[config.mk]
export PLATFORM = sky130hd
export DESIGN_NAME = pcx_bridge
export DESIGN_NICKNAME = d
export VERILOG_FILES = /design/src/rtl/pcx_pkg.sv /design/src/rtl/pcx_ctrl_regs.sv /design/src/rtl/pcx_cfg_addr.sv /design/src/rtl/pcx_lane_unit.sv /design/src/rtl/pcx_bridge.sv
export SDC_FILE = /design/constraint.sdc
export NUM_CORES = 1
export LEC_CHECK = 0
export ABC_AREA = 1
export BUFFER_PORTS_ARGS = -buffer_cell sky130_fd_sc_hd__buf_2
export CORE_MARGIN = 3
export CORE_UTILIZATION = 42
export CTS_CLUSTER_DIAMETER = 40
export DETAILED_ROUTE_END_ITERATION = 16
export PLACE_DENSITY = 0.66
export SLEW_MARGIN = 20
export SYNTH_ARGS = -nofsm -noshare
export SYNTH_HDL_FRONTEND = slang
export SYNTH_SLANG_ARGS = --single-unit
[constraint.sdc]
create_clock -name clk -period 1.7 [get_ports clk]
set_input_delay 0 -clock clk [delete_from_list [all_inputs] [get_ports clk]]
set_output_delay 0 -clock clk [all_outputs]
set_load 0.01 [all_outputs]
[src/rtl/pcx_pkg.sv]
package pcx_pkg;

    typedef enum logic [2:0] {
        ST_IDLE,
        ST_DISPATCH,
        ST_REG,
        ST_CFG_RD,
        ST_CFG_WR,
        ST_MEM_RD,
        ST_MEM_WR,
        ST_RESP
    } pcx_state_e;

    typedef enum logic [1:0] {
        PIN_RELEASE = 2'd0,
        PIN_LOW     = 2'd1,
        PIN_HIGH    = 2'd2,
        PIN_SPARE   = 2'd3
    } pcx_pin_mode_e;

    localparam int CTL_SEL_BIT   = 1;
    localparam int CTL_HI_LSB    = 2;
    localparam int CTL_PIN_LSB   = 4;
    localparam int CTL_TOP_BIT   = 5;
    localparam int STS_ABORT_BIT = 26;

endpackage

[src/rtl/pcx_ctrl_regs.sv]
module pcx_ctrl_regs
    import pcx_pkg::*;
(
    input  logic       clk,
    input  logic       rst_n,
    input  logic       wr_ctrl,
    input  logic [4:0] ctrl_bits,
    input  logic       wr_status,
    input  logic       clr_bit,
    input  logic       abort_set,
    output logic       cfg_sel,
    output logic [1:0] hi_bits,
    output logic [1:0] pin_mode,
    output logic       abort_flag,
    output logic       rst_oe,
    output logic       rst_out
);

    always_ff @(posedge clk or negedge rst_n) begin
        if (!rst_n) begin
            cfg_sel  <= 1'b0;
            hi_bits  <= 2'b00;
            pin_mode <= 2'b00;
        end else if (wr_ctrl) begin
            cfg_sel  <= ctrl_bits[0];
            hi_bits  <= ctrl_bits[2:1];
            pin_mode <= ctrl_bits[4:3];
        end
    end

    always_ff @(posedge clk or negedge rst_n) begin
        if (!rst_n) begin
            abort_flag <= 1'b0;
        end else if (abort_set) begin
            abort_flag <= 1'b1;
        end else if (wr_status && clr_bit) begin
            abort_flag <= 1'b0;
        end
    end

    always_comb begin
        unique case (pcx_pin_mode_e'(pin_mode))
            PIN_LOW: begin
                rst_oe  = 1'b1;
                rst_out = 1'b0;
            end
            PIN_HIGH: begin
                rst_oe  = 1'b1;
                rst_out = 1'b1;
            end
            default: begin
                rst_oe  = 1'b0;
                rst_out = 1'b0;
            end
        endcase
    end

endmodule

[src/rtl/pcx_cfg_addr.sv]
module pcx_cfg_addr #(
    parameter int AW         = 32,
    parameter int DEV_W      = 5,
    parameter int FN_W       = 3,
    parameter int REG_W      = 8,
    parameter int IDSEL_BASE = 13,
    parameter int WIN_BITS   = 20,
    parameter int MAX_DEV    = 18
) (
    input  logic [DEV_W-1:0]               dev,
    input  logic [FN_W-1:0]                func,
    input  logic [REG_W-3:0]               reg_dw,
    output logic                           in_range,
    output logic [WIN_BITS-IDSEL_BASE-1:0] idsel,
    output logic [AW-1:0]                  cfg_addr
);

    localparam int IDSEL_N = WIN_BITS - IDSEL_BASE;

    assign in_range = (32'(dev) <= MAX_DEV) && (32'(dev) + IDSEL_BASE < WIN_BITS);

    for (genvar i = 0; i < IDSEL_N; i++) begin : g_idsel
        assign idsel[i] = (32'(dev) == 32'(i));
    end

    always_comb begin
        cfg_addr = '0;
        cfg_addr[WIN_BITS-1:IDSEL_BASE] = idsel;
        cfg_addr[REG_W+FN_W-1:REG_W]    = func;
        cfg_addr[REG_W-1:2]             = reg_dw;
    end

endmodule

[src/rtl/pcx_lane_unit.sv]
module pcx_lane_unit #(
    parameter int DW = 32
) (
    input  logic [DW-1:0] old_word,
    input  logic [DW-1:0] new_data,
    input  logic [1:0]    size,
    input  logic [1:0]    ofs,
    output logic [DW-1:0] extracted,
    output logic [DW-1:0] merged
);

    logic [DW-1:0] mask;
    logic [4:0]    shamt;

    always_comb begin
        unique case (size)
            2'd0:    mask = DW'(32'h0000_00FF);
            2'd1:    mask = DW'(32'h0000_FFFF);
            default: mask = '1;
        endcase
        shamt     = {ofs, 3'b000};
        extracted = (old_word >> shamt) & mask;
        merged    = (old_word & ~(mask << shamt)) | ((new_data & mask) << shamt);
    end

endmodule

[src/rtl/pcx_bridge.sv]
module pcx_bridge
    import pcx_pkg::*;
#(
    parameter int AW         = 32,
    parameter int DW         = 32,
    parameter int DEV_W      = 5,
    parameter int FN_W       = 3,
    parameter int REG_W      = 8,
    parameter int IDSEL_BASE = 13,
    parameter int WIN_BITS   = 20,
    parameter int MAX_DEV    = 18
) (
    input  logic                           clk,
    input  logic                           rst_n,
    input  logic                           lb_valid,
    input  logic                           lb_write,
    input  logic [AW-1:0]                  lb_addr,
    input  logic [DW-1:0]                  lb_wdata,
    input  logic [1:0]                     lb_size,
    output logic                           lb_ready,
    output logic [DW-1:0]                  lb_rdata,
    output logic                           lb_err,
    output logic                           pci_req,
    output logic                           pci_cfg,
    output logic                           pci_write,
    output logic [AW-1:0]                  pci_addr,
    output logic [DW-1:0]                  pci_wdata,
    output logic [WIN_BITS-IDSEL_BASE-1:0] pci_idsel,
    input  logic                           pci_ack,
    input  logic                           pci_abort,
    input  logic [DW-1:0]                  pci_rdata,
    output logic                           pci_rst_oe,
    output logic                           pci_rst_out
);

    localparam int IDSEL_N = WIN_BITS - IDSEL_BASE;
    localparam int DEV_LSB = REG_W + FN_W;

    pcx_state_e state_q, state_d;

    logic [AW-1:0] addr_q;
    logic [DW-1:0] wdata_q, rdata_q, merged_q;
    logic [1:0]    size_q;
    logic          write_q, err_q;

    logic          cfg_sel, abort_flag;
    logic [1:0]    hi_bits, pin_mode;
    logic          in_win, in_range, abort_set;
    logic [IDSEL_N-1:0] idsel;
    logic [AW-1:0] cfg_addr;
    logic [DW-1:0] extracted, merged, reg_rd;

    assign in_win    = (addr_q[AW-1:AW-2] == 2'b10);
    assign abort_set = pci_req && pci_abort;

    pcx_ctrl_regs u_regs (
        .clk        (clk),
        .rst_n      (rst_n),
        .wr_ctrl    ((state_q == ST_REG) && write_q && !addr_q[2]),
        .ctrl_bits  (wdata_q[CTL_TOP_BIT:CTL_SEL_BIT]),
        .wr_status  ((state_q == ST_REG) && write_q && addr_q[2]),
        .clr_bit    (wdata_q[STS_ABORT_BIT]),
        .abort_set  (abort_set),
        .cfg_sel    (cfg_sel),
        .hi_bits    (hi_bits),
        .pin_mode   (pin_mode),
        .abort_flag (abort_flag),
        .rst_oe     (pci_rst_oe),
        .rst_out    (pci_rst_out)
    );

    pcx_cfg_addr #(
        .AW         (AW),
        .DEV_W      (DEV_W),
        .FN_W       (FN_W),
        .REG_W      (REG_W),
        .IDSEL_BASE (IDSEL_BASE),
        .WIN_BITS   (WIN_BITS),
        .MAX_DEV    (MAX_DEV)
    ) u_cfg_addr (
        .dev      (addr_q[DEV_LSB+DEV_W-1:DEV_LSB]),
        .func     (addr_q[DEV_LSB-1:REG_W]),
        .reg_dw   (addr_q[REG_W-1:2]),
        .in_range (in_range),
        .idsel    (idsel),
        .cfg_addr (cfg_addr)
    );

    pcx_lane_unit #(.DW(DW)) u_lanes (
        .old_word  (pci_rdata),
        .new_data  (wdata_q),
        .size      (size_q),
        .ofs       (addr_q[1:0]),
        .extracted (extracted),
        .merged    (merged)
    );

    always_comb begin
        reg_rd = '0;
        if (addr_q[2]) begin
            reg_rd[STS_ABORT_BIT] = abort_flag;
        end else begin
            reg_rd[CTL_SEL_BIT]                 = cfg_sel;
            reg_rd[CTL_HI_LSB+1:CTL_HI_LSB]     = hi_bits;
            reg_rd[CTL_PIN_LSB+1:CTL_PIN_LSB]   = pin_mode;
        end
    end

    // state register
    always_ff @(posedge clk or negedge rst_n) begin
        if (!rst_n) state_q <= ST_IDLE;
        else        state_q <= state_d;
    end

    // next-state logic
    always_comb begin
        state_d = state_q;
        unique case (state_q)
            ST_IDLE:     if (lb_valid) state_d = ST_DISPATCH;
            ST_DISPATCH: begin
                if (!in_win)        state_d = ST_REG;
                else if (cfg_sel)   state_d = in_range ? ST_CFG_RD : ST_RESP;
                else if (write_q)   state_d = ST_MEM_WR;
                else                state_d = ST_MEM_RD;
            end
            ST_REG:      state_d = ST_RESP;
            ST_CFG_RD: begin
                if (pci_abort)      state_d = ST_RESP;
                else if (pci_ack)   state_d = write_q ? ST_CFG_WR : ST_RESP;
            end
            ST_CFG_WR, ST_MEM_RD, ST_MEM_WR:
                if (pci_abort || pci_ack) state_d = ST_RESP;
            ST_RESP:     state_d = ST_IDLE;
            default:     state_d = ST_IDLE;
        endcase
    end

    // outputs decoded from the state
    always_comb begin
        pci_req   = 1'b0;
        pci_cfg   = 1'b0;
        pci_write = 1'b0;
        pci_wdata = '0;
        unique case (state_q)
            ST_CFG_RD: begin
                pci_req = 1'b1;
                pci_cfg = 1'b1;
            end
            ST_CFG_WR: begin
                pci_req   = 1'b1;
                pci_cfg   = 1'b1;
                pci_write = 1'b1;
                pci_wdata = merged_q;
            end
            ST_MEM_RD: pci_req = 1'b1;
            ST_MEM_WR: begin
                pci_req   = 1'b1;
                pci_write = 1'b1;
                pci_wdata = wdata_q;
            end
            default: ;
        endcase
        pci_addr  = pci_cfg ? cfg_addr : {hi_bits, addr_q[AW-3:0]};
        pci_idsel = pci_cfg ? idsel : '0;
        lb_ready  = (state_q == ST_RESP);
        lb_rdata  = rdata_q;
        lb_err    = err_q;
    end

    // datapath registers
    always_ff @(posedge clk or negedge rst_n) begin
        if (!rst_n) begin
            addr_q   <= '0;
            wdata_q  <= '0;
            size_q   <= 2'b00;
            write_q  <= 1'b0;
            rdata_q  <= '0;
            merged_q <= '0;
            err_q    <= 1'b0;
        end else begin
            unique case (state_q)
                ST_IDLE: if (lb_valid) begin
                    addr_q  <= lb_addr;
                    wdata_q <= lb_wdata;
                    size_q  <= lb_size;
                    write_q <= lb_write;
                    rdata_q <= '0;
                    err_q   <= 1'b0;
                end
                ST_DISPATCH: if (in_win && cfg_sel && !in_range) begin
                    err_q   <= 1'b1;
                    rdata_q <= '1;
                end
                ST_REG: if (!write_q) rdata_q <= reg_rd;
                ST_CFG_RD: begin
                    if (pci_abort) begin
                        err_q   <= 1'b1;
                        rdata_q <= '1;
                    end else if (pci_ack) begin
                        merged_q <= merged;
                        if (!write_q) rdata_q <= extracted;
                    end
                end
                ST_MEM_RD: begin
                    if (pci_abort) begin
                        err_q   <= 1'b1;
                        rdata_q <= '1;
                    end else if (pci_ack) begin
                        rdata_q <= pci_rdata;
                    end
                end
                ST_CFG_WR, ST_MEM_WR: if (pci_abort) begin
                    err_q   <= 1'b1;
                    rdata_q <= '1;
                end
                default: ;
            endcase
        end
    end

endmodule

## After elaboration in Yosys (flattened, before gate mapping)

Cells that the tools add are included.

| cells by class | value |
|---|---|
| $add $sub $neg | 1 |
| $mul | 0 |
| div/mod/pow operators | 0 |
| magnitude comparators | 2 |
| eq/ne operators | 26 |
| shift-type cells | 3 |
| multiplexer cells | 37 |
| bitwise logic cells | 6 |
| reduce and logical (&&, ||, !) cells | 27 |

Operator list:

| kind | number |
|---|---|
| $mux 32 | 10 |
| $pmux 32 s6 | 1 |
| $pmux 32 s2 | 2 |
| $and 32x32->32 | 3 |
| $shl 32x5->32 | 2 |
| $lt 32x5->1 const B | 1 |
| $not 32->32 | 1 |
| $or 32x32->32 | 1 |
| $shr 32x5->32 | 1 |
| $mux 3 | 7 |
| $pmux 3 s6 | 1 |
| $eq 5x3->1 const B | 3 |
| $eq 3x3->1 const B | 4 |
| $mux 1 | 11 |
| $eq 5x2->1 const B | 2 |
| $ne 3x3->1 const B | 3 |
| $logic_and 1x1->1 | 8 |
| $ne 2x2->1 const B | 4 |
| $reduce_and 8->1 | 1 |
| $mux 7 | 1 |
| $add 5x4->6 const B | 1 |
| $eq 3x2->1 const B | 2 |
| $reduce_and 3->1 | 2 |
| $reduce_bool 6->1 | 1 |
| 22 further kinds | 29 |

| word-level totals | value |
|---|---|
| bits in registers | 141 |
| latch bits | 0 |
| memory bits (writable) | 0 |
| bits in read-only memories | 0 |
| bits of input ports | 104 |
| output and inout port bits | 110 |
| logic and storage cells | 114 |
| memories | 0 |

## Logic depth before layout (Yosys ltp)

| depth | value |
|---|---|
| depth in word-level cells | 7 |
| mapped depth | 11 |
| depth with buffers taken out | 10 |

## Modules after synthesis

A second synthesis with hierarchy kept.

| second synthesis, totals | value |
|---|---|
| cell total of the unflattened synthesis | 1,325 |
| area total of the unflattened synthesis | 9,191.3 um^2 |

Modules (own cells, without submodules):

| module | instances | cells each | area an instance (um^2) | sequential area each (um^2) |
|---|---|---|---|---|
| pcx_bridge | 1 | 933 | 7,126.8 | 3,378.2 |
| pcx_lane_unit | 1 | 312 | 1,485.2 | 0.0 |
| pcx_cfg_addr | 1 | 52 | 320.3 | 0.0 |
| pcx_ctrl_regs | 1 | 28 | 259.0 | 150.1 |

## Least setup slack after synthesis

OpenSTA, ideal clock, no wires.

| timing | value |
|---|---|
| path type | register to register |
| start point | reg state_q[2] |
| end point | reg addr_q[10] |
| setup time | 125 ps |
| arrival | 1,390 ps |
| data required time | 1,575 ps |
| setup slack | 185 ps |
| stages on the path, launching flop included | 8 |
| buffers on the path | 2 |
| clock period less this slack | 1,515 ps |
| cell sequence | dfrtp_1 inv_2 nand2_1 nor2_2 nand2_1 buf_6 buf_6 mux2_4 |

| between the ends | value |
|---|---|
| cells in the longest elaborated chain, start to end | 2 |

Ends and longest elaborated chain:

| element | RTL line | source |
|---|---|---|
| start, declared | pcx_bridge.sv:39 | `pcx_state_e state_q, state_d;` |
| start signal, assigned | pcx_bridge.sv:112 | `else state_q <= state_d;` |
| $logic_not 3->1 | pcx_bridge.sv:181 | `unique case (state_q)` |
| $reduce_and 2->1 (no source line) | -- |  |
| end signal, assigned | pcx_bridge.sv:183 | `addr_q <= lb_addr;` |
| end, declared | pcx_bridge.sv:41 | `logic [AW-1:0] addr_q;` |

Every way passes these cells.
A chain may end at the register's enable or synchronous reset.

## Worst setup path in the final report

| timing | value |
|---|---|
| start point | reg state_q[1] |
| end point | out pci_wdata[3] |

| between the ends | value |
|---|---|
| cells in the longest elaborated chain, start to end | 2 |
| elaborated cells on any way between the ends | 3 |
| classes of those cells | eq/ne: 2; mux: 1 |

Ends and longest elaborated chain:

| element | RTL line | source |
|---|---|---|
| $eq 3x3->1 | pcx_bridge.sv:144 | `unique case (state_q)` |
| $pmux 32 s2 * | pcx_bridge.sv:144 |  |
| end, declared | pcx_bridge.sv:27 | `output logic [DW-1:0] pci_wdata,` |

Every way passes the cells marked *; elsewhere a longest branch is shown, timed or not.

==> impl_metrics.tcl <==
set metrics [dict create \
    critical-path-slowest-cell "dfrtp_2" \
    dr.pass1.iters 6 \
    layout_min_cycle_time_ps 1850 \
    fin_crit_sh_pct 109 \
    hold_path_depth 5 \
    endpoint_kind "output port" \
    drive_above_1_share_pct 33.7 \
    pin_count 214 \
    ys_async_sr_fraction_pct 100 \
    die_area_um2 21600 \
    wirelength_um 32500 \
    synth_warnings 0 \
    syn2layout_area_growth_pct 52.2 \
    setup_viol 133 \
    drv_cap 0 \
    grt_pass1_vias 8831 \
    synth_nets 1265 \
    synth_edf_count 0 \
    regArea_um2 3530 \
    die_x_um 147 \
    worst_r2r_startpoint "state_q[1]$_DFFE_PN0P_" \
    min_to "merged_q[26]$_DFFE_PN0P_" \
    cts-root-buf "clkbuf_16" \
    drt_first_iter_violations 1056 \
    clkPwrFrac_pct 14.4 \
    reg2reg_slack_ps -130 \
    setup_tns_ps -10310 \
    required_ps 1700 \
    grtUsageTotal_pct 27.4 \
    min_from "pci_rdata[26]" \
    sw_frac_of_total_pct 46.4 \
    n_antenna_cell 0 \
    syn-cell-area_um2 8350 \
    post-route-cell-area_um2 12700 \
    path_max_fanout 6 \
    cts_inserted_buffers 17 \
    via_per_inst 5.35 \
    fin_nets 1628 \
    yosysSeqAreaShare_pct 42.3 \
    status "complete, but fails checks" \
    start_util_pct 43.6 \
    violations "setup timing" \
    seqPwrFrac_pct 24.1 \
    antenna_found_initial 0 \
    hold_viol_final 0 \
    cp_top_family "buffers and inverters" \
    crit_buf_inv 4 \
    overflow 0 \
    place.port_buffers 213 \
    dp_slack_ps -33.8 \
    placed_area_um2 9930 \
    rsz0062_at_grt "true" \
    core_area_um2 19100 \
    ys_ff_latch 141 \
    power_frac_comb_pct 61.6 \
    fmax_mhz 541 \
    fin_skew_ps 11.2 \
    drtAntennaViolNets 0 \
    finalMaxSlewViolations 0 \
    r2r_cells 12 \
    setup_slack_ps -150 \
    drc 0 \
    leakage_nw 6.50 \
    wire_per_inst_um 18.1 \
    avgSynthCellArea_um2 7.20 \
    relSlewSlack_pct 63.6 \
    critical_path.max_stage_delay_ps 450 \
    r2r-end "lb_rdata[23]$_DFFE_PN0P_" \
    grt_max_degree 67 \
    fin_util_pct 66.4 \
    gp_congestion 0.941 \
    switching_power_mw 11.9 \
    cts.clk_slew.worst_paths_ps 60 \
    power_density_nw_per_um2 2010 \
    synth.distinct_cells 35 \
    worstPathCellList "inv_2 -> buf_6 -> nor2_4 -> nand2_4 -> buf_8 -> o22ai_4 -> buf_6" \
    num_vias 9611 \
    clock_latency_ps 430 \
    power.total_mw 25.6 \
    dpl.hpwl_um 21500 \
    path_class "reg2out" \
    synthCells 1160 \
    max_slew.worst_pin.slew_ps 546 \
    cts.sinks 141 \
    fp.dieH_um 147 \
    setup.worst_path.start_class "flop" \
    clockBufferDepth 2 \
    multiInputGateArea_um2 4580 \
    crit_arrival_ps 1850 \
    htreeDepth 4 \
    grt_pass1_wl_um 47300 \
    internal_power_mw 13.7 \
    nFillCells 1585 \
    cts_tree "built" \
    crit_top_cell "buf_6" \
    hold_class "in2reg" \
    vdd_drop_max_v 0.000891 \
    rows 50 \
    synthFlopType "dfrtp_1" \
]
## sequential cells by signal, indices dropped and copies added, names as in the netlist
name,count
wdata_q,32
write_q,1
u_regs.hi_bits,2
lb_rdata,32
addr_q,32
merged_q,32
u_regs.pin_mode,2
size_q,2
lb_err,1
u_regs.abort_flag,1
u_regs.cfg_sel,1
state_q,3
## kinds of logic after synthesis
group | share of synthesized area [%]
muxes | 3.87
and+or+nand+nor | 30.4
AOI/OAI and AO/OA | 13.2
adders and majority gates | 0.150
buffers and inverters | 10.2
DFF | 42.3
## worst max path at each step
stage	cells after the start	end	from	slack, ps
finish	7	pci_wdata[3]	state_q[1]$_DFFE_PN0P_	-150
global route	8	pci_addr[19]	state_q[0]$_DFFE_PN0P_	-250
CTS	8	pci_addr[18]	state_q[0]$_DFFE_PN0P_	-80
detailed placement	9	lb_rdata[3]$_DFFE_PN0P_	addr_q[11]$_DFFE_PN0P_	-30
global placement	7	merged_q[13]$_DFFE_PN0P_	state_q[2]$_DFFE_PN0P_	-40
floorplan	7	addr_q[10]$_DFFE_PN0P_	state_q[2]$_DFFE_PN0P_	180
## power groups by stage
stage	clock network, mW	registers, mW	logic [mW]
after floorplan	0	5.92	7.84
after global placement	0	6.06	11.9
after detailed placement	0	6.06	12.0
after CTS	3.73	6.05	12.8
after global routing	3.87	6.30	17.0
final	3.68	6.15	15.7
## placed cells by master, fill, tap and decap left out, types with 5 or more instances in the layout
master | synthesis | routed
buf_4 | 11 | 65
nor2_1 | 126 | 100
clkbuf_16 | 0 | 22
nand2_8 | 0 | 6
a21oi_2 | 1 | 12
buf_12 | 0 | 12
o21ai_0 | 93 | 60
inv_1 | 100 | 96
nor2_2 | 3 | 16
o22ai_1 | 25 | 12
buf_6 | 12 | 38
o22ai_2 | 0 | 9
nor2_4 | 1 | 14
clkinvlp_4 | 0 | 5
o21ai_1 | 5 | 24
nand2_4 | 1 | 5
dlygate4sd3_1 | 0 | 97
mux2_2 | 14 | 14
nand2_2 | 16 | 37
o21ai_2 | 0 | 12
nand2_1 | 327 | 299
a21oi_1 | 68 | 57
buf_2 | 24 | 198
dfrtp_1 | 141 | 140
o211ai_1 | 8 | 8
nand3_1 | 116 | 111
mux2_4 | 11 | 11
inv_2 | 6 | 7
## tightest hold or removal path, cell delays in order
cell and delay [ps]:
buf_2 150, nand2_1 90, nand3_1 80, nand2_1 50
nand2_1 50
## synthesized netlist by cell type (2+ instances only)
master / count / share of area [%]
a21oi_1: 68 / 4.1
a31oi_1: 3 / 0.22
buf_1: 2 / 0.090
buf_2: 24 / 1.4
buf_4: 11 / 0.99
buf_6: 12 / 1.6
clkbuf_1: 26 / 1.2
dfrtp_1: 141 / 42
inv_1: 100 / 4.5
inv_2: 6 / 0.27
mux2_2: 14 / 1.9
mux2_4: 11 / 2.0
nand2_1: 327 / 15
nand2_2: 16 / 1.2
nand3_1: 116 / 7.0
nand3_2: 2 / 0.24
nand4_1: 4 / 0.30
nor2_1: 126 / 5.7
nor2_2: 3 / 0.22
nor3_1: 6 / 0.36
o211ai_1: 8 / 0.72
o21ai_0: 93 / 5.6
o21ai_1: 5 / 0.30
o22ai_1: 25 / 1.9
## repair_timing
item | 4_1_cts | 5_1_grt
gates resized for setup | 52 | 178
cloned | 0 | 8
hold buffers | 96 | 1
pin swaps | 5 | 24
endpoints found under the setup margin | 99 | 124
hold endpoints to repair | 225 | 1
setup buffers | 8 | 28
## stage by stage
stage / hold slack [ps] / cells
floorplan: -296 / 1160
global placement: -7.94 / 1624
detailed placement: -5.70 / 1624
CTS: 2.32 / 1760
global route: 52.3 / 1796
finish: 38.3 / 1796
## cell type report
| type | instances | share of cell area [%] |
|---|---|---|
| clock buffers | 21 | 3.70 |
| clock inverters | 11 | 0.857 |
| inverters | 107 | 3.29 |
| multi-input cells | 839 | 36.1 |
| flip-flops and latches | 141 | 27.8 |
| well taps | 260 | 2.56 |
| repair buffers | 417 | 25.8 |
## metal layers
| metal | share of wire (%) | global-route usage [%] |
|---|---|---|
| met4 | 2.8 | 8.34 |
| met2 | 48 | 43.6 |
| met1 | 41 | 37.6 |
| met5 | 0 | 0 |
| met3 | 8.2 | 6.26 |
No activity file was read; power rests on OpenSTA's default activity.
